--- config.mk ---
export PLATFORM = sky130hd
export DESIGN_NAME = dual_interval_timer
export DESIGN_NICKNAME = d
export VERILOG_FILES = /design/src/rtl/dit_pkg.sv /design/src/rtl/dit_pin_sync.sv /design/src/rtl/dit_regbus.sv /design/src/rtl/dit_channel.sv /design/src/rtl/dual_interval_timer.sv
export SDC_FILE = /design/constraint.sdc
export NUM_CORES = 1
export LEC_CHECK = 0
export BUFFER_PORTS_ARGS = -buffer_cell sky130_fd_sc_hd__buf_4
export CORE_MARGIN = 4
export CORE_UTILIZATION = 50
export CTS_CLUSTER_SIZE = 10
export DETAILED_ROUTE_END_ITERATION = 16
export PLACE_DENSITY_LB_ADDON = 0.08
export SYNTH_ARGS = -nofsm -noshare
export SYNTH_HDL_FRONTEND = slang
export SYNTH_SLANG_ARGS = --single-unit
export TNS_END_PERCENT = 30
--- constraint.sdc ---
create_clock -name clk -period 4.75 [get_ports clk]
set_input_delay 0.95 -clock clk [delete_from_list [all_inputs] [get_ports clk]]
set_output_delay 0.95 -clock clk [all_outputs]
set_load 0.1 [all_outputs]
--- src/rtl/dit_pkg.sv ---
package dit_pkg;

    localparam int unsigned BYTE_W = 8;

    // register addresses (the low/high pairing is decoded by the channels)
    localparam logic [3:0] ADR_A_LO  = 4'h4;
    localparam logic [3:0] ADR_A_HI  = 4'h5;
    localparam logic [3:0] ADR_B_LO  = 4'h6;
    localparam logic [3:0] ADR_B_HI  = 4'h7;
    localparam logic [3:0] ADR_A_CTL = 4'hE;
    localparam logic [3:0] ADR_B_CTL = 4'hF;

    // control byte bit positions
    localparam int unsigned CB_START = 0;
    localparam int unsigned CB_ONCE  = 3;
    localparam int unsigned CB_FORCE = 4;

    // bits of the control byte that are stored (start lives in the FSM, force is a strobe)
    localparam logic [7:0] CTL_KEEP = 8'hEE;

    typedef enum logic {
        CH_STOPPED = 1'b0,
        CH_RUNNING = 1'b1
    } ch_state_e;

    typedef enum logic [1:0] {
        SRC_CLK        = 2'b00,
        SRC_PIN        = 2'b01,
        SRC_CASC       = 2'b10,
        SRC_CASC_GATED = 2'b11
    } cnt_src_e;

    typedef struct packed {
        logic lo;
        logic hi;
        logic ctl;
    } ch_wr_t;

endpackage

--- src/rtl/dit_pin_sync.sv ---
module dit_pin_sync #(
    parameter int unsigned STAGES = 2
) (
    input  logic clk,
    input  logic rst_n,
    input  logic pin_raw,
    output logic pin_level,
    output logic pin_rise
);

    // STAGES synchroniser flops plus one history flop for edge detection
    logic [STAGES:0] sh_q;

    always_ff @(posedge clk) begin
        if (!rst_n) begin
            sh_q <= '0;
        end else begin
            sh_q <= {sh_q[STAGES-1:0], pin_raw};
        end
    end

    assign pin_level = sh_q[STAGES-1];
    assign pin_rise  = sh_q[STAGES-1] & ~sh_q[STAGES];

    // an edge indication never lasts two cycles
    p_rise_single_r8: assert property (@(posedge clk) disable iff (!rst_n)
        pin_rise |=> !pin_rise);

endmodule

--- src/rtl/dit_regbus.sv ---
module dit_regbus
    import dit_pkg::*;
#(
    parameter int unsigned CNT_W = 16
) (
    input  logic             clk,
    input  logic             rst_n,
    input  logic [3:0]       addr,
    input  logic             wr,
    input  logic             rd,
    input  logic [CNT_W-1:0] cnt_a,
    input  logic [CNT_W-1:0] cnt_b,
    input  logic [7:0]       ctl_a,
    input  logic [7:0]       ctl_b,
    output ch_wr_t           wr_a,
    output ch_wr_t           wr_b,
    output logic [7:0]       rdata
);

    logic [7:0] rsel;

    // write decode: one strobe per channel register
    always_comb begin
        wr_a = '0;
        wr_b = '0;
        if (wr) begin
            case (addr)
                ADR_A_LO:  wr_a.lo  = 1'b1;
                ADR_A_HI:  wr_a.hi  = 1'b1;
                ADR_A_CTL: wr_a.ctl = 1'b1;
                ADR_B_LO:  wr_b.lo  = 1'b1;
                ADR_B_HI:  wr_b.hi  = 1'b1;
                ADR_B_CTL: wr_b.ctl = 1'b1;
                default: ;
            endcase
        end
    end

    // read select: live counters and control bytes, zero elsewhere
    always_comb begin
        case (addr)
            ADR_A_LO:  rsel = cnt_a[7:0];
            ADR_A_HI:  rsel = 8'(cnt_a[CNT_W-1:8]);
            ADR_B_LO:  rsel = cnt_b[7:0];
            ADR_B_HI:  rsel = 8'(cnt_b[CNT_W-1:8]);
            ADR_A_CTL: rsel = ctl_a;
            ADR_B_CTL: rsel = ctl_b;
            default:   rsel = 8'h00;
        endcase
    end

    always_ff @(posedge clk) begin
        if (!rst_n) begin
            rdata <= 8'h00;
        end else if (rd) begin
            rdata <= rsel;
        end
    end

    p_one_target_r10: assert property (@(posedge clk) disable iff (!rst_n)
        $onehot0({wr_a, wr_b}));

    p_idle_no_strobe_r10: assert property (@(posedge clk) disable iff (!rst_n)
        !wr |-> (wr_a == '0) && (wr_b == '0));

endmodule

--- src/rtl/dit_channel.sv ---
module dit_channel
    import dit_pkg::*;
#(
    parameter int unsigned CNT_W       = 16,
    parameter bit          HAS_CASCADE = 1'b0
) (
    input  logic             clk,
    input  logic             rst_n,
    input  ch_wr_t           wr,
    input  logic [7:0]       wdata,
    input  logic             pin_level,
    input  logic             pin_rise,
    input  logic             casc_uf,
    output logic [CNT_W-1:0] cnt,
    output logic [7:0]       ctl_rd,
    output logic             uf
);

    localparam int unsigned HI_W = CNT_W - BYTE_W;
    localparam logic [CNT_W-1:0] ONE = CNT_W'(1);
    localparam logic [CNT_W-1:0] ALL_ONES = '1;

    ch_state_e        state_q, state_d;
    logic [7:0]       ctl_q, ctl_d;
    logic [CNT_W-1:0] cnt_q, cnt_d;
    logic [CNT_W-1:0] lat_q, lat_d;
    cnt_src_e         src;
    logic             src_evt;
    logic             tick;

    // source selection: two-way for the plain timer, four-way with cascade
    generate
        if (HAS_CASCADE) begin : g_src4
            assign src = cnt_src_e'(ctl_q[6:5]);
        end else begin : g_src2
            assign src = ctl_q[5] ? SRC_PIN : SRC_CLK;
        end
    endgenerate

    always_comb begin
        unique case (src)
            SRC_CLK:        src_evt = 1'b1;
            SRC_PIN:        src_evt = pin_rise;
            SRC_CASC:       src_evt = casc_uf;
            SRC_CASC_GATED: src_evt = casc_uf & pin_level;
        endcase
    end

    assign tick = (state_q == CH_RUNNING) && src_evt;
    assign uf   = tick && (cnt_q == '0);

    // state register
    always_ff @(posedge clk) begin
        if (!rst_n) begin
            state_q <= CH_STOPPED;
        end else begin
            state_q <= state_d;
        end
    end

    // next state: start, stop, one-shot expiry (a control write outranks expiry)
    always_comb begin
        state_d = state_q;
        unique case (state_q)
            CH_STOPPED: begin
                if (wr.ctl && wdata[CB_START]) begin
                    state_d = CH_RUNNING;
                end
            end
            CH_RUNNING: begin
                if (wr.ctl) begin
                    state_d = wdata[CB_START] ? CH_RUNNING : CH_STOPPED;
                end else if (uf && ctl_q[CB_ONCE]) begin
                    state_d = CH_STOPPED;
                end
            end
        endcase
    end

    // datapath outputs: counter, latch, stored control bits
    always_comb begin
        cnt_d = cnt_q;
        lat_d = lat_q;
        ctl_d = ctl_q;
        if (tick) begin
            cnt_d = uf ? lat_q : (cnt_q - ONE);
        end
        if (wr.lo) begin
            lat_d[7:0] = wdata;
        end
        if (wr.hi) begin
            lat_d[CNT_W-1:8] = wdata[HI_W-1:0];
            if (state_q == CH_STOPPED) begin
                cnt_d = {wdata[HI_W-1:0], lat_q[7:0]};
            end
        end
        if (wr.ctl) begin
            ctl_d = wdata & CTL_KEEP;
            if (wdata[CB_FORCE] || !wdata[CB_START]) begin
                cnt_d = lat_q;
            end
        end
    end

    always_ff @(posedge clk) begin
        if (!rst_n) begin
            cnt_q <= ALL_ONES;
            lat_q <= ALL_ONES;
            ctl_q <= 8'h00;
        end else begin
            cnt_q <= cnt_d;
            lat_q <= lat_d;
            ctl_q <= ctl_d;
        end
    end

    assign cnt    = cnt_q;
    assign ctl_rd = ctl_q | {7'b0, (state_q == CH_RUNNING)};

    p_decrement_r6: assert property (@(posedge clk) disable iff (!rst_n)
        (tick && (cnt_q != '0) && !wr.hi && !wr.ctl) |=> (cnt_q == $past(cnt_q) - ONE));

    p_reload_on_zero_r6: assert property (@(posedge clk) disable iff (!rst_n)
        (uf && !wr.ctl) |=> (cnt_q == $past(lat_q)));

    p_oneshot_stops_r7: assert property (@(posedge clk) disable iff (!rst_n)
        (uf && ctl_q[CB_ONCE] && !wr.ctl) |=> (state_q == CH_STOPPED));

    p_stop_reloads_r5: assert property (@(posedge clk) disable iff (!rst_n)
        (wr.ctl && !wdata[CB_START]) |=> (state_q == CH_STOPPED) && (cnt_q == $past(lat_q)));

    p_stopped_holds_r5: assert property (@(posedge clk) disable iff (!rst_n)
        ((state_q == CH_STOPPED) && !wr.hi && !wr.ctl) |=> $stable(cnt_q));

    p_write_wins_r11: assert property (@(posedge clk) disable iff (!rst_n)
        (wr.ctl && wdata[CB_START]) |=> (state_q == CH_RUNNING));

endmodule

--- src/rtl/dual_interval_timer.sv ---
module dual_interval_timer
    import dit_pkg::*;
#(
    parameter int unsigned CNT_W       = 16,
    parameter int unsigned SYNC_STAGES = 2
) (
    input  logic       clk,
    input  logic       rst_n,
    input  logic [3:0] bus_addr,
    input  logic [7:0] bus_wdata,
    input  logic       bus_wr,
    input  logic       bus_rd,
    output logic [7:0] bus_rdata,
    input  logic       cnt_pin,
    output logic       uf_a,
    output logic       uf_b
);

    logic             pin_level;
    logic             pin_rise;
    logic [CNT_W-1:0] cnt_a, cnt_b;
    logic [7:0]       ctl_a, ctl_b;
    ch_wr_t           wr_a, wr_b;
    logic             uf_a_i, uf_b_i;
    logic             addr_listed;

    dit_pin_sync #(.STAGES(SYNC_STAGES)) u_sync (
        .clk       (clk),
        .rst_n     (rst_n),
        .pin_raw   (cnt_pin),
        .pin_level (pin_level),
        .pin_rise  (pin_rise)
    );

    dit_regbus #(.CNT_W(CNT_W)) u_bus (
        .clk   (clk),
        .rst_n (rst_n),
        .addr  (bus_addr),
        .wr    (bus_wr),
        .rd    (bus_rd),
        .cnt_a (cnt_a),
        .cnt_b (cnt_b),
        .ctl_a (ctl_a),
        .ctl_b (ctl_b),
        .wr_a  (wr_a),
        .wr_b  (wr_b),
        .rdata (bus_rdata)
    );

    dit_channel #(.CNT_W(CNT_W), .HAS_CASCADE(1'b0)) u_tmr_a (
        .clk       (clk),
        .rst_n     (rst_n),
        .wr        (wr_a),
        .wdata     (bus_wdata),
        .pin_level (pin_level),
        .pin_rise  (pin_rise),
        .casc_uf   (1'b0),
        .cnt       (cnt_a),
        .ctl_rd    (ctl_a),
        .uf        (uf_a_i)
    );

    dit_channel #(.CNT_W(CNT_W), .HAS_CASCADE(1'b1)) u_tmr_b (
        .clk       (clk),
        .rst_n     (rst_n),
        .wr        (wr_b),
        .wdata     (bus_wdata),
        .pin_level (pin_level),
        .pin_rise  (pin_rise),
        .casc_uf   (uf_a_i),
        .cnt       (cnt_b),
        .ctl_rd    (ctl_b),
        .uf        (uf_b_i)
    );

    assign uf_a = uf_a_i;
    assign uf_b = uf_b_i;

    assign addr_listed = (bus_addr == ADR_A_LO)  || (bus_addr == ADR_A_HI)  ||
                         (bus_addr == ADR_B_LO)  || (bus_addr == ADR_B_HI)  ||
                         (bus_addr == ADR_A_CTL) || (bus_addr == ADR_B_CTL);

    p_unlisted_reads_zero_r10: assert property (@(posedge clk) disable iff (!rst_n)
        (bus_rd && !addr_listed) |=> (bus_rdata == 8'h00));

    p_force_bit_reads_zero_r4: assert property (@(posedge clk) disable iff (!rst_n)
        (bus_rd && ((bus_addr == ADR_A_CTL) || (bus_addr == ADR_B_CTL))) |=> !bus_rdata[CB_FORCE]);

endmodule

==> metrics.md <==
| Metric | Value |
|---|---|
| Fraction of layout cells with a size suffix above 1 | between 10% and 20% |
| Clk buf depth | 2 |
| Fin area | 5250 um2 |
| Clock root buffer master | clkbuf_8 |
| Clock Skew | 15.1 ps |
| CTS Hold Bufs | 0 |
| Vias/cell | ~6.2 |
| DRC viols | 0 |
| CP max FO | 8 |
| F_max | 261 MHz |
| Worst vdd ir | 0.000217 V |
| # setup viols final | 0 |
| Met3 Use GR | 6.92% |
| Starting Density | 51.8% |
| Post-CTS sizing | 0 |
| Final Max Tran Viols | 0 |
| Latest clock arrival within the worst-skew pair | 380 ps |
| Die W | 106 um |
| Fin Hold WS | 461 ps |
| Fin crit period | roughly 3800 ps |
| GRT Resource Usage Total | 27.6% |
| Final ANT Viol Nets | 0 |
| Initial DRC Count | around 350 |
| Met1 Track Usage GR | 40.5% |
| Wire per inst | between 20 and 25 um |
| Final Net Count | 624 |
| Top Ports | 27 |
| Synthesized Nets | just over 600 |
| Post-synthesis average cell area | 7.98 um2 |
| Initial antenna violation count | 0 |
| Pin count of the biggest net entering global routing | 60 |
| Post-synth EDFFs | 0 |
| Async set-reset flop share out of synthesis | 0% |
| Overall power | approximately 1.5 mW |
| GRT Max-Usage Layer | met2 |
| Worst-path clk slew | 100 ps |
| Area after DPL | just over 5000 um2 |
| Fin Setup TNS | 0 ps |
| CP cell instances | inv_1 > ha_1 > or4b_1 > or3_1 > nor3_2 > buf_4 |
| Worst Path Arrival | 2880 ps |
| Yosys warns | 0 |
| Max_cap viols | 0 |
| Area grow syn2layout | 9.22% |
| Full die area | 11200 um2 |
| LEAKAGE | 2.03 nW |
| Die Span Y | 106 um |
| Fin crit share | 80.6% |
| Site Rows | 35 |
| # clock sinks | 89 |
| CP Launch Type | register |
| Via count | 4541 |
| CP Capture Type | output pin |
| First-pass GRT wire length | 23.9 mm |
| Drt first pass iters | 5 |
| CTS buffer count | 9 |
| CTS tree | done |
| Remaining Overflow, GRT | 0 |
| Pwr/cell area | 287 nW/um2 |
| Top_reg_cell synth | dfxtp_1 |
| Core area | 9280 um2 |
| Hold Path Class | register to register |
| Vias in the first global route | 4155 |
| Unrepaired setup endpoints after global routing | false |
| Hpwl dp | 10.7 mm |
| Slew margin rel. | between 20% and 30% |
| Run status | finished clean |
| Cells after Synth | 602 |
| Final hold viol count | 0 |
| CP peak stage delay | slightly above 600 ps |
| Crit path required time | ~3800 ps |
| GPL Wtd Cong | 0.945 |
| FF+latch count, synth | 89 |
| Post-CTS Setup Bufs | 0 |
| Diode count | 0 |
| Yosys cell types | 74 |
| Slowest stage cell, crit path | or4b_1 |
| Port bufs | 26 |
| Mapped Area | 4800 um2 |
| Crit path kind | register to output pin |
| Slew @ Worst Pin | approximately 1100 ps |
| Detailed Route WL | 15.3 mm |
| Sequential area share after synthesis | 37.1% |
| Global Route met2 Usage | between 40% and 50% |
| H-tree levels | 3 |
## kinds of logic (layout without fill, tap and decap cells)
group                    after synthesis  count (layout)  share of synthesized area, %
AO/OA/AOI/OAI                        161             161                          23.5
XOR/XNOR                              13              13                          2.37
multiplexers                          27              27                          5.63
buffers and inverters                 65              72                          5.62
flip-flops                            89              89                          37.1
adder cells (fa/ha/maj)                3               3                         0.781
AND/OR/NAND/NOR                      244             244                          25.0
## final cells by class
cell class / instances / area, um2
clock buffers: 9 / 124
clock inverters: 7 / 85.1
fillers: 917 / 4040
inverters: 22 / 82.6
multi-input cells: 448 / 2760
flip-flops and latches: 89 / 1780
well taps: 129 / 161
repair buffers: 34 / 255
## per-stage QoR
stage	cells	setup slack (ps)	utilization [%]
after floorplan	602	804	-
after global placement	722	1430	54.3
after detailed placement	722	1360	54.3
after CTS	738	928	56.5
after global routing	738	788	56.5
final	738	921	56.5
## layer usage
metal,wire [um],up-vias
li1,-,2183
met1,7270,2176
met2,6710,169
met3,1160,13
met4,165,0
met5,0,-
## final timing paths
path | start | endpoint | slack, ps | cells after the start
worst min-delay path | u_sync.sh_q[0] | u_sync.sh_q[1] | 460 | 1
worst max-delay path | u_tmr_b.cnt[0] | uf_b | 920 | 6
worst max register to register | u_tmr_a.cnt[6] | u_tmr_b.cnt[2] | 1740 | 6
worst min register to register | u_sync.sh_q[0] | u_sync.sh_q[1] | 460 | 1
## layout by cell type, fill, tap and decap left out, types with 9 or more instances in the layout
| cell | n |
|---|---|
| mux2i_1 | 27 |
| buf_4 | 34 |
| o21ai_0 | 19 |
| o21ai_1 | 13 |
| and2_1 | 11 |
| nand3_1 | 29 |
| a21oi_1 | 36 |
| o211ai_1 | 16 |
| clkbuf_8 | 9 |
| nand2_1 | 99 |
| inv_1 | 22 |
| nor2_1 | 37 |
| a22oi_1 | 12 |
| nor4_1 | 11 |
| dfxtp_1 | 89 |
| nor3_1 | 9 |
## power by group
part	switching, mW	leakage, nW	total, mW	internal, mW
logic	0.105	1.20	0.157	0.0525
clock network	0.313	0.100	0.567	0.254
registers	0.0179	0.723	0.781	0.763
total	0.435	2.03	1.51	1.07
## sequential cells by signal, indices dropped and copies added (netlist names)
register	flops
u_tmr_a.cnt	16
u_tmr_a.lat_q	16
u_tmr_b.cnt	16
u_tmr_b.lat_q	16
u_bus.rdata	8
u_tmr_a.ctl_q	6
u_tmr_b.ctl_q	6
u_sync.sh_q	3
u_tmr_a.state_q	1
u_tmr_b.state_q	1
## cell usage after synthesis (all sizes together) (2+ instances only)
cell type,number,area share (%)
a221o,2,0.42
a31o,2,0.36
mux2i,27,5.6
ha,3,0.78
o21ai,34,3.7
nand2b,4,0.52
nor2b,6,0.78
or2,3,0.39
or4,2,0.39
nor3b,3,0.47
a221oi,7,1.3
a21oi,36,3.7
xor2,6,1.1
and3,4,0.52
buf,8,1.1
nor2,38,3.3
o311ai,2,0.36
dfxtp,89,37
a22oi,12,1.9
nor4,11,1.4
and2,11,1.4
and4,2,0.36
nand4,5,0.65
a2bb2oi,2,0.36
clkbuf,35,2.8
inv,22,1.7
o31a,6,1.3
nand3b,3,0.47
o41ai,2,0.36
nand3,29,3.0
o211ai,16,2.5
a211oi,3,0.47
xnor2,7,1.3
o21a,2,0.31
nor3,11,1.3
nand2,100,7.9
o22ai,7,0.91
a31oi,3,0.39
a22o,7,1.3
or4b,2,0.42
a32oi,4,0.73
o31ai,6,1.6
or3,5,0.78
## worst max-delay path, delay by kind of cell (launching register included)
family                     cells  cell delay (ps)
DFF                            1              370
adders and majority gates      1              230
and+or+nand+nor                3             1460
buffers and inverters          2              440
Note: power is estimated with default switching activity, not from simulation.
